[config.mk]
export PLATFORM = sky130hd
export DESIGN_NAME = kwdt_top
export DESIGN_NICKNAME = d
export VERILOG_FILES = /design/src/rtl/kwdt_pkg.sv /design/src/rtl/kwdt_post.sv /design/src/rtl/kwdt_keyseq.sv /design/src/rtl/kwdt_counter.sv /design/src/rtl/kwdt_top.sv
export SDC_FILE = /design/constraint.sdc
export NUM_CORES = 1
export LEC_CHECK = 0
export BUFFER_PORTS_ARGS = -buffer_cell sky130_fd_sc_hd__buf_2
export CORE_AREA = 3 3 169 105
export DETAILED_ROUTE_END_ITERATION = 16
export DIE_AREA = 0 0 172 108
export MAX_ROUTING_LAYER = met4
export PLACE_DENSITY = 0.9
export SLEW_MARGIN = 20
export SYNTH_ARGS = -nofsm -noshare
export SYNTH_HDL_FRONTEND = slang
export SYNTH_SLANG_ARGS = --single-unit
[constraint.sdc]
create_clock -name clk_i -period 5.8 [get_ports clk_i]
set_input_delay 0.29 -clock clk_i [delete_from_list [all_inputs] [get_ports clk_i]]
set_output_delay 0.29 -clock clk_i [all_outputs]
set_load 0.01 [all_outputs]
[src/rtl/kwdt_pkg.sv]
package kwdt_pkg;
  localparam int ADDR_W = 3;
  localparam int DATA_W = 32;

  localparam logic [ADDR_W-1:0] A_CTRL = 3'd0;
  localparam logic [ADDR_W-1:0] A_LOAD = 3'd1;
  localparam logic [ADDR_W-1:0] A_CNT  = 3'd2;
  localparam logic [ADDR_W-1:0] A_TRIG = 3'd3;
  localparam logic [ADDR_W-1:0] A_KEY  = 3'd4;
  localparam logic [ADDR_W-1:0] A_PEND = 3'd5;
  localparam logic [ADDR_W-1:0] A_SYS  = 3'd6;

  localparam logic [15:0] KEY_ARM_1 = 16'hBBBB;
  localparam logic [15:0] KEY_ARM_2 = 16'h4444;
  localparam logic [15:0] KEY_DIS_1 = 16'hAAAA;
  localparam logic [15:0] KEY_DIS_2 = 16'h5555;

  localparam int NSLOT  = 4;
  localparam int S_CTRL = 0;
  localparam int S_LOAD = 1;
  localparam int S_TRIG = 2;
  localparam int S_KEY  = 3;

  typedef enum logic [1:0] {K_IDLE, K_ARM1, K_DIS1} key_st_e;
endpackage

[src/rtl/kwdt_post.sv]
module kwdt_post #(
  parameter int DATA_W     = 32,
  parameter int SYNC_TICKS = 4
) (
  input  logic              clk_i,
  input  logic              rst_ni,
  input  logic              tick_i,
  input  logic              wr_i,
  input  logic [DATA_W-1:0] wdata_i,
  output logic              pend_o,
  output logic              fire_o,
  output logic [DATA_W-1:0] data_o
);
  localparam int CW = $clog2(SYNC_TICKS + 1);

  logic [CW-1:0]     cnt_q;
  logic              pend_q;
  logic [DATA_W-1:0] data_q;

  assign fire_o = pend_q && tick_i && (cnt_q == CW'(SYNC_TICKS - 1));
  assign pend_o = pend_q;
  assign data_o = data_q;

  always_ff @(posedge clk_i or negedge rst_ni) begin
    if (!rst_ni) begin
      pend_q <= 1'b0;
      cnt_q  <= '0;
      data_q <= '0;
    end else if (wr_i && !pend_q) begin
      pend_q <= 1'b1;
      cnt_q  <= '0;
      data_q <= wdata_i;
    end else if (pend_q && tick_i) begin
      if (fire_o) pend_q <= 1'b0;
      cnt_q <= cnt_q + 1'b1;
    end
  end
endmodule

[src/rtl/kwdt_keyseq.sv]
module kwdt_keyseq
  import kwdt_pkg::*;
(
  input  logic        clk_i,
  input  logic        rst_ni,
  input  logic        fire_i,
  input  logic [15:0] word_i,
  output logic        armed_o
);
  key_st_e st_q;
  logic    armed_q;

  assign armed_o = armed_q;

  always_ff @(posedge clk_i or negedge rst_ni) begin
    if (!rst_ni) begin
      st_q    <= K_IDLE;
      armed_q <= 1'b0;
    end else if (fire_i) begin
      unique case (st_q)
        K_IDLE: begin
          if (word_i == KEY_ARM_1)      st_q <= K_ARM1;
          else if (word_i == KEY_DIS_1) st_q <= K_DIS1;
        end
        K_ARM1: begin
          if (word_i == KEY_ARM_2) armed_q <= 1'b1;
          st_q <= K_IDLE;
        end
        K_DIS1: begin
          if (word_i == KEY_DIS_2) armed_q <= 1'b0;
          st_q <= K_IDLE;
        end
        default: st_q <= K_IDLE;
      endcase
    end
  end
endmodule

[src/rtl/kwdt_counter.sv]
module kwdt_counter #(
  parameter int CNT_W = 32,
  parameter int PSC_W = 8
) (
  input  logic             clk_i,
  input  logic             rst_ni,
  input  logic             tick_i,
  input  logic             pre_en_i,
  input  logic [2:0]       ptv_i,
  input  logic             psc_clr_i,
  input  logic             armed_i,
  input  logic             reload_i,
  input  logic [CNT_W-1:0] load_i,
  output logic [CNT_W-1:0] count_o,
  output logic             adv_o,
  output logic             wrap_o
);
  logic [PSC_W-1:0] psc_q, psc_lim;
  logic [CNT_W-1:0] count_q;

  assign psc_lim = PSC_W'((1 << ptv_i) - 1);
  assign adv_o   = tick_i && (!pre_en_i || psc_q == psc_lim);
  assign wrap_o  = armed_i && adv_o && !reload_i && (&count_q);
  assign count_o = count_q;

  always_ff @(posedge clk_i or negedge rst_ni) begin
    if (!rst_ni) psc_q <= '0;
    else if (psc_clr_i) psc_q <= '0;
    else if (tick_i && pre_en_i) psc_q <= (psc_q == psc_lim) ? '0 : psc_q + 1'b1;
  end

  always_ff @(posedge clk_i or negedge rst_ni) begin
    if (!rst_ni) count_q <= '0;
    else if (reload_i || wrap_o) count_q <= load_i;
    else if (armed_i && adv_o) count_q <= count_q + 1'b1;
  end
endmodule

[src/rtl/kwdt_top.sv]
module kwdt_top
  import kwdt_pkg::*;
#(
  parameter int CNT_W      = 32,
  parameter int SYNC_TICKS = 4,
  parameter int PSC_W      = 8
) (
  input  logic              clk_i,
  input  logic              rst_ni,
  input  logic              tick_i,
  input  logic [ADDR_W-1:0] addr_i,
  input  logic [DATA_W-1:0] wdata_i,
  input  logic              we_i,
  output logic [DATA_W-1:0] rdata_o,
  output logic              rst_req_o
);
  localparam logic [ADDR_W-1:0] SLOT_ADDR [NSLOT] = '{A_CTRL, A_LOAD, A_TRIG, A_KEY};

  logic [NSLOT-1:0]  pend, fire;
  logic [DATA_W-1:0] sdata [NSLOT];

  for (genvar g = 0; g < NSLOT; g++) begin : g_slot
    kwdt_post #(.DATA_W(DATA_W), .SYNC_TICKS(SYNC_TICKS)) u_post (
      .clk_i   (clk_i),
      .rst_ni  (rst_ni),
      .tick_i  (tick_i),
      .wr_i    (we_i && addr_i == SLOT_ADDR[g]),
      .wdata_i (wdata_i),
      .pend_o  (pend[g]),
      .fire_o  (fire[g]),
      .data_o  (sdata[g])
    );
  end

  logic              pre_en_q, sys_q, armed, refresh, adv, wrap, rst_req_q;
  logic [2:0]        ptv_q;
  logic [CNT_W-1:0]  load_q, count;
  logic [DATA_W-1:0] last_trig_q;

  always_ff @(posedge clk_i or negedge rst_ni) begin
    if (!rst_ni) begin
      pre_en_q    <= 1'b0;
      ptv_q       <= '0;
      load_q      <= '0;
      last_trig_q <= '0;
      sys_q       <= 1'b0;
      rst_req_q   <= 1'b0;
    end else begin
      if (fire[S_CTRL]) begin
        pre_en_q <= sdata[S_CTRL][5];
        ptv_q    <= sdata[S_CTRL][4:2];
      end
      if (fire[S_LOAD]) load_q <= sdata[S_LOAD][CNT_W-1:0];
      if (fire[S_TRIG]) last_trig_q <= sdata[S_TRIG];
      if (we_i && addr_i == A_SYS) sys_q <= wdata_i[0];
      rst_req_q <= wrap;
    end
  end

  // refresh only on a changed trigger value
  assign refresh = fire[S_TRIG] && (sdata[S_TRIG] != last_trig_q);

  kwdt_keyseq u_key (
    .clk_i   (clk_i),
    .rst_ni  (rst_ni),
    .fire_i  (fire[S_KEY]),
    .word_i  (sdata[S_KEY][15:0]),
    .armed_o (armed)
  );

  kwdt_counter #(.CNT_W(CNT_W), .PSC_W(PSC_W)) u_cnt (
    .clk_i     (clk_i),
    .rst_ni    (rst_ni),
    .tick_i    (tick_i),
    .pre_en_i  (pre_en_q),
    .ptv_i     (ptv_q),
    .psc_clr_i (fire[S_CTRL]),
    .armed_i   (armed),
    .reload_i  (refresh),
    .load_i    (load_q),
    .count_o   (count),
    .adv_o     (adv),
    .wrap_o    (wrap)
  );

  assign rst_req_o = rst_req_q;

  always_comb begin
    rdata_o = '0;
    unique case (addr_i)
      A_CTRL: rdata_o[5:2] = {pre_en_q, ptv_q};
      A_LOAD: rdata_o = DATA_W'(load_q);
      A_CNT:  rdata_o = DATA_W'(count);
      A_TRIG: rdata_o = last_trig_q;
      A_KEY:  rdata_o[0] = armed;
      A_PEND: rdata_o[4:0] = {pend[S_KEY], pend[S_TRIG], pend[S_LOAD], 1'b0, pend[S_CTRL]};
      A_SYS:  rdata_o[0] = sys_q;
      default: rdata_o = '0;
    endcase
  end
endmodule

==> impl_metrics.csv, run 1 <==
group,metric,value,unit
sta,rsz0062_at_grt,"no",
sta,hold_viol,0,
logic_synthesis,ys_top_cells_by_area,"dfrtp_1 50%, mux2_2 19%, xnor2_1 2.9%, nand2_1 2.3%, nor2_1 2.3%",
clock_network,cts.path.max_buffers,3,
routing,drtAntennaViolNets,0,
clock_network,cts-buffers-inserted,20,
power,p_sw,0.00228,W
power,comb_power_share,32.3,%
global_routing,grt_pass1_wl,44900,um
setup_path,rr_worst_depth,11,
placement,dpl.cell_count,1192,
setup_path,rrSetupSlack,2.06,ns
clock_network,clock_sinks,213,
power,finalPower,0.00635,W
logic_synthesis,syn_avg_cell_area,11.3,sq um
logic_synthesis,postSynth.asyncResetShare,100,%
sta,min_period_over_period,64.4,%
global_routing,overflow,0,
setup_path,cp_max_fo,22,
cells_and_area,diodes,0,
power,p_leak,5.33,nW
logic_synthesis,synth_top_cell_area_share,49.7,%
logic_synthesis,synthDistinctLibCells,57,
setup_path,cp_top_family,"compound AO/OA/AOI/OAI gates",
setup_path,cp.required,6.19,ns
power,power_frac_seq,45.4,%
worst_hold_path,hold_path_startpoint,"wdata_i[27]",
die,ios,72,
clock_network,clock_latency,0.50,ns
setup_path,cpPeakStageDelay,0.50,ns
cells_and_area,instances_no_fill,1226,
placement,routabilityCongestion,0.990,
logic_synthesis,ys_ff_latch,213,
run_status,status,"completed",
logic_synthesis,yosys_warnings,0,
setup_path,cp.arrival,4.13,ns
routing,wl,27900,um
setup_path,critical_path_class,"flop to flop",
setup_path,worstPathCellList,"or3_1 > ha_1 > and4_1 > a211oi_1 > mux2i_1 > a221oi_2 > buf_4 > a31oi_2 > buf_4 > nor2_1 > a211oi_1",
flow_run,maxCapViolCount,0,
die,dieArea,18600,sq um
die,start_util,66.1,%
setup_path,r2r_end,"u_cnt.count_o[22]",
sta,hold-worst-slack,0.0472,ns
clock_network,clk_pin_slew,0.06,ns
global_routing,grt_max_degree,80,
cells_and_area,synthToLayoutAreaGrowth,12.1,%
logic_synthesis,syn_inst,950,
setup_path,critical_path_buf_inv_count,2,
logic_synthesis,synth_nets,1003,
power,irDropWorstVdd,0.000347,V
routing,vias_per_cell,6.69,
power,power.density,529,nW/um^2
cells_and_area,final_nets,1059,
cells_and_area,fin_area,12000,sq um
setup_path,crit_slowest_cell,"dfrtp_1",
logic_synthesis,yosysTopAreaCell,"dfrtp_1",
clock_network,cts_hold_buf,1,
die,core_area,16200,sq um
sta,worst_pin_slew,1.08,ns
setup_path,cp-start-kind,"flop",
sta,period_minus_slack,3.74,ns
clock_network,cts_tree,"yes",
placement,placed_cell_area,11300,sq um
placement,portBuffers,71,
routing,avgRoutedWirePerCell,22.8,um
logic_synthesis,synth_edf_count,0,
setup_path,cp-end-kind,"flop",
die,fp.dieH,108,um
logic_synthesis,synthFlopType,"dfrtp_1",
sta,slew_headroom,27.8,%
sta,skew,0.0136,ns
clock_network,post_cts_resized,0,
routing,drtIter0Drc,1002,
sta,fmax,0.268,GHz
logic_synthesis,synth_seq_area_share,49.7,%
placement,hpwl,19000,um
clock_network,h-tree-depth,1,
power,cell_internal_pwr,0.00407,W
sta,drv_slew,0,
worst_hold_path,min_to,"g_slot[2].u_post.data_o[27]",
sta,setup_viol,0,
clock_network,postCtsSetupBuffers,0,
sta,setup_tns,0,ns
power,p_sw_share,35.9,%
cells_and_area,drive_gt1_share,30.8,%
logic_synthesis,syn_area,10700,sq um
global_routing,grt_pass1_vias,7839,
die,die_w,172,um
worst_hold_path,worstHoldPathType,"primary input to flop",
routing,drt-pass1-iter-count,5,
routing,drc_errors,0,
routing,vias,8203,
clock_network,clock-root-buffer,"clkbuf_16",
worst_hold_path,worstHoldPathCells,2,
setup_path,r2r_start,"ptv_q[2]",
die,num_rows,36,
global_routing,antenna_found_initial,0,
global_routing,track_usage,31.9,%
power,p_clk_share,22.3,%
==> power by group through the flow <==
stage | Sequential (W) | Combinational (W) | Clock (W)
final | 0.00288 | 0.00205 | 0.00142
after global routing | 0.00297 | 0.00223 | 0.00149
after CTS | 0.00285 | 0.00202 | 0.00143
after detailed placement | 0.00286 | 0.00199 | 0
after global placement | 0.00281 | 0.00190 | 0
after floorplan | 0.00258 | 0.00156 | 0
==> state kept, by name, indices dropped and copies added (netlist names) <==
register / cells
u_cnt.psc_q: 8
pre_en_q: 1
load_q: 32
last_trig_q: 32
ptv_q: 3
g_slot.u_post.cnt_q: 12
u_key.armed_o: 1
g_slot.u_post.pend_o: 4
g_slot.u_post.data_o: 84
rst_req_o: 1
u_key.st_q: 2
sys_q: 1
u_cnt.count_o: 32
==> synthesized netlist by cell type (5+ instances only) <==
| library cell | instances |
|---|---|
| o21ai_0 | 28 |
| nand3_1 | 27 |
| a22oi_1 | 25 |
| o22a_1 | 15 |
| nand3b_1 | 7 |
| and4_1 | 7 |
| nor2_1 | 66 |
| o22ai_1 | 5 |
| nor3_1 | 7 |
| mux2_2 | 178 |
| a21o_1 | 5 |
| nand2_1 | 66 |
| nand2b_1 | 7 |
| and3_1 | 12 |
| clkbuf_1 | 42 |
| and2_1 | 6 |
| a31oi_1 | 17 |
| a21oi_1 | 20 |
| ha_1 | 14 |
| a211oi_1 | 25 |
| o31ai_1 | 5 |
| buf_1 | 6 |
| mux2i_1 | 6 |
| xnor2_1 | 36 |
| inv_1 | 17 |
| nand4_1 | 18 |
| dfrtp_1 | 213 |
| buf_2 | 7 |
| nor4_1 | 11 |
==> metrics by stage <==
step           setup WS [ns]  utilization (%)
6_report                2.06             74.1
4_1_cts                 2.15             74.1
3_5_place_dp            2.17             69.7
3_3_place_gp            2.32             69.7
2_1_floorplan           2.55                -
5_1_grt                 1.75             74.1
==> final cells by class <==
type / instances / area [sq um]
Tap cell: 209 / 262
Timing Repair Buffer: 89 / 502
Inverter: 17 / 63.8
Sequential cell: 213 / 5330
Fill cell: 1016 / 4200
Clock inverter: 8 / 140
Clock buffer: 25 / 561
Multi-Input combinational cell: 665 / 5150
==> cells by family (layout without fill, tap and decap cells) <==
| logic type | after synthesis | in the layout | synth area share [%] |
|---|---|---|---|
| multiplexers | 188 | 188 | 19.9 |
| flip-flops | 213 | 213 | 49.7 |
| AO/OA/AOI/OAI | 165 | 165 | 10.7 |
| adder cells (fa/ha/maj) | 14 | 14 | 1.63 |
| XOR/XNOR | 38 | 38 | 3.11 |
| AND/OR/NAND/NOR | 260 | 260 | 12.3 |
| buffers and inverters | 72 | 139 | 2.60 |
==> placed cells by master (no fill, tap or decap), drive strengths merged, types with 15 or more instances in the layout <==
master  instances
nor2           67
mux2          180
dfrtp         213
xnor2          36
o22a           15
a211oi         25
nand3          27
nand4          18
a21oi          20
a31oi          17
buf            87
nand2          66
inv            17
a22oi          25
o21ai          28
clkbuf         26
==> routing by layer <==
metal,part of all wire (%),up-vias,global-route usage [%]
met2,43,438,44.1
li1,-,3618,-
met3,10,66,7.01
met1,44,4081,48.9
met5,0,-,-
met4,2.0,0,5.87
==> worst reg2reg max path: stages, from the launching register on <==
cell	delay, ns
dfrtp_1	0.50
or3_1	0.42
ha_1	0.31
and4_1	0.18
a211oi_1	0.37
mux2i_1	0.41
a221oi_2	0.06
buf_4	0.24
a31oi_2	0.45
buf_4	0.38
nor2_1	0.10
a211oi_1	0.24
==> how the worst max path moves through the flow <==
stage	start	end	cells after the start
6_report	ptv_q[2]	u_cnt.count_o[22]	11
4_1_cts	ptv_q[2]	u_cnt.count_o[31]	9
5_1_grt	ptv_q[2]	u_cnt.count_o[22]	11
3_5_place_dp	ptv_q[2]	u_cnt.count_o[12]	10
2_1_floorplan	ptv_q[0]	u_cnt.count_o[28]	11
3_3_place_gp	ptv_q[2]	u_cnt.count_o[12]	10
Note: power is estimated with default switching activity, not from simulation.
==> run 2, diff against run 1 <==
Settings changed: CORE_AREA 3 3 169 105 to 3 3 176 109, DIE_AREA 0 0 172 108 to 0 0 179 112, PLACE_DENSITY 0.9 to 0.84.
Clock period 5.8 ns to 3.9 ns, I/O delays scaled along.
==> impl_metrics.csv, run 2 (synthesized netlist as in run 1, its figures left out) <==
group,metric,value,unit
routing,avgRoutedWirePerCell,22.7,um
setup_path,critical_path_buf_inv_count,1,
die,fp.dieH,112,um
die,dieArea,20000,sq um
routing,wl,29400,um
sta,worst_pin_slew,0.910,ns
setup_path,cp-end-kind,"flop",
global_routing,track_usage,30.9,%
clock_network,cts-buffers-inserted,20,
power,power.density,754,nW/um^2
cells_and_area,area.sequential,5330,sq um
global_routing,antenna_found_initial,1,
global_routing,grt_pass1_wl,46600,um
sta,slew_headroom,39.3,%
cells_and_area,multi_input_area,5170,sq um
sta,hold-worst-slack,0.0108,ns
sta,drv_slew,0,
clock_network,postCtsSetupBuffers,0,
cells_and_area,post-route-util,69.2,%
cells_and_area,synthToLayoutAreaGrowth,15.1,%
sta,hold_viol,0,
routing,drtIter0Drc,884,
clock_network,clock_sinks,213,
sta,rsz0062_at_grt,"no",
routing,vias,8345,
power,p_leak,5.46,nW
clock_network,clock-root-buffer,"clkbuf_16",
setup_path,critical_path_class,"flop to flop",
setup_path,crit_slowest_cell,"dfrtp_1",
clock_network,clock_latency,0.52,ns
flow_run,maxCapViolCount,0,
setup_path,cp.arrival,3.99,ns
sta,setup_viol,0,
cells_and_area,nFillCells,1279,
setup_path,cp.required,4.30,ns
sta,skew,0.0274,ns
global_routing,overflow,0,
setup_path,cp_max_fo,13,
placement,hpwl,19800,um
setup_path,rr_worst_depth,10,
worst_hold_path,min_to,"g_slot[3].u_post.data_o[15]",
setup_path,rrSetupSlack,0.31,ns
setup_path,crit_start,"ptv_q[2]",
cells_and_area,final_nets,1095,
clock_network,h-tree-depth,1,
worst_hold_path,worstHoldPathType,"primary input to flop",
setup_path,worstPathCellList,"or3_1 > ha_1 > nor4bb_1 > a211oi_1 > mux2i_1 > a221oi_4 > buf_4 > nand4_1 > mux2_2 > o22a_1",
sta,setup_tns,0,ns
setup_path,cpPeakStageDelay,0.51,ns
placement,routabilityCongestion,0.992,
worst_hold_path,hold_path_startpoint,"wdata_i[15]",
routing,drc_errors,0,
die,start_util,60.1,%
die,ios,72,
worst_hold_path,worstHoldPathCells,2,
routing,vias_per_cell,6.44,
clock_network,clk_pin_slew,0.07,ns
cells_and_area,drive_gt1_share,30.5,%
sta,period_minus_slack,3.59,ns
run_status,status,"completed",
routing,drtAntennaViolNets,0,
power,irDropWorstVdd,0.000496,V
setup_path,r2r_start,"ptv_q[2]",
die,die_w,179,um
die,core_area,17800,sq um
global_routing,grt_pass1_vias,8235,
clock_network,cts_tree,"yes",
cells_and_area,final_cell_mix,"213 x dfrtp_1, 178 x mux2_2, 70 x buf_2, 66 x nor2_1, 66 x nand2_1",
setup_path,r2r_end,"u_cnt.count_o[8]",
sta,fmax,0.278,GHz
sta,min_period_over_period,92.2,%
clock_network,cts.path.max_buffers,3,
cells_and_area,largest_reg_flops,84,
setup_path,cp-start-kind,"flop",
die,num_rows,38,
cells_and_area,layout_commonest_cell,"dfrtp_1",
setup_path,cp_top_family,"simple AND/OR/NAND/NOR gates",
placement,portBuffers,71,
global_routing,grt_max_degree,113,
routing,drt-pass1-iter-count,5,
==> run 2: cell types whose count changed in the layout (fill, tap and decap cells not counted), sizes merged <==
cell	delta
dlygate4sd3	+27
buf	+9
clkinv	+4
bufinv	-3
diode	+1
==> run 2: stage by stage <==
stage                     setup slack, ns  area [sq um]  std cells  total power, W
after CTS                           0.239         12300       1294         0.00920
after global routing               0.0299         12300       1295         0.00982
after detailed placement            0.247         11400       1232         0.00727
after floorplan                     0.652         10700        950         0.00615
final                               0.306         12300       1295         0.00929
after global placement              0.459         11400       1232         0.00708
==> run 2: what timing repair did <==
action / in CTS / in global routing
resized for setup: 0 / 2
endpoints found under the setup margin: 0 / 13
hold buffers: 28 / 0
endpoints found under the hold margin: 172 / 0
==> run 2: power breakdown <==
group | switching [W] | internal, W
clock network | 0.000845 | 0.00103
registers | 0.00110 | 0.00321
logic | 0.00149 | 0.00162
total | 0.00343 | 0.00586
==> run 2: how the worst max path moves through the flow <==
stage	endpoint	slack, ns	cells past startpoint
finish	u_cnt.count_o[8]	0.31	10
global route	u_cnt.count_o[3]	0.03	10
CTS	u_cnt.count_o[9]	0.24	10
detailed placement	u_cnt.count_o[13]	0.25	10
global placement	u_cnt.count_o[8]	0.46	10
floorplan	u_cnt.count_o[28]	0.65	11
==> run 2: layout make-up <==
type,instances,share of cell area (%)
Sequential cell,213,43.2
Multi-Input combinational cell,665,41.9
Timing Repair Buffer,125,6.91
Clock buffer,25,4.29
Tap cell,240,2.43
Clock inverter,9,0.659
Inverter,17,0.517
Antenna cell,1,0.0203
==> run 2: routing by layer <==
metal | share of wire (%) | global-route usage (%) | vias up
li1 | - | - | 3687
met1 | 45 | 45.8 | 4205
met2 | 44 | 44.1 | 392
met4 | 2.4 | 7.05 | 0
met3 | 8.9 | 6.54 | 61
met5 | 0 | - | -
==> run 2: worst register-to-register path, delay by kind of cell (launching register included) <==
| family | cells | cell delay, ns |
|---|---|---|
| simple gates | 3 | 1.00 |
| compound gates | 3 | 0.83 |
| mux | 2 | 0.55 |
| flops | 1 | 0.51 |
| fa+ha+maj | 1 | 0.32 |
| buf+inv | 1 | 0.28 |
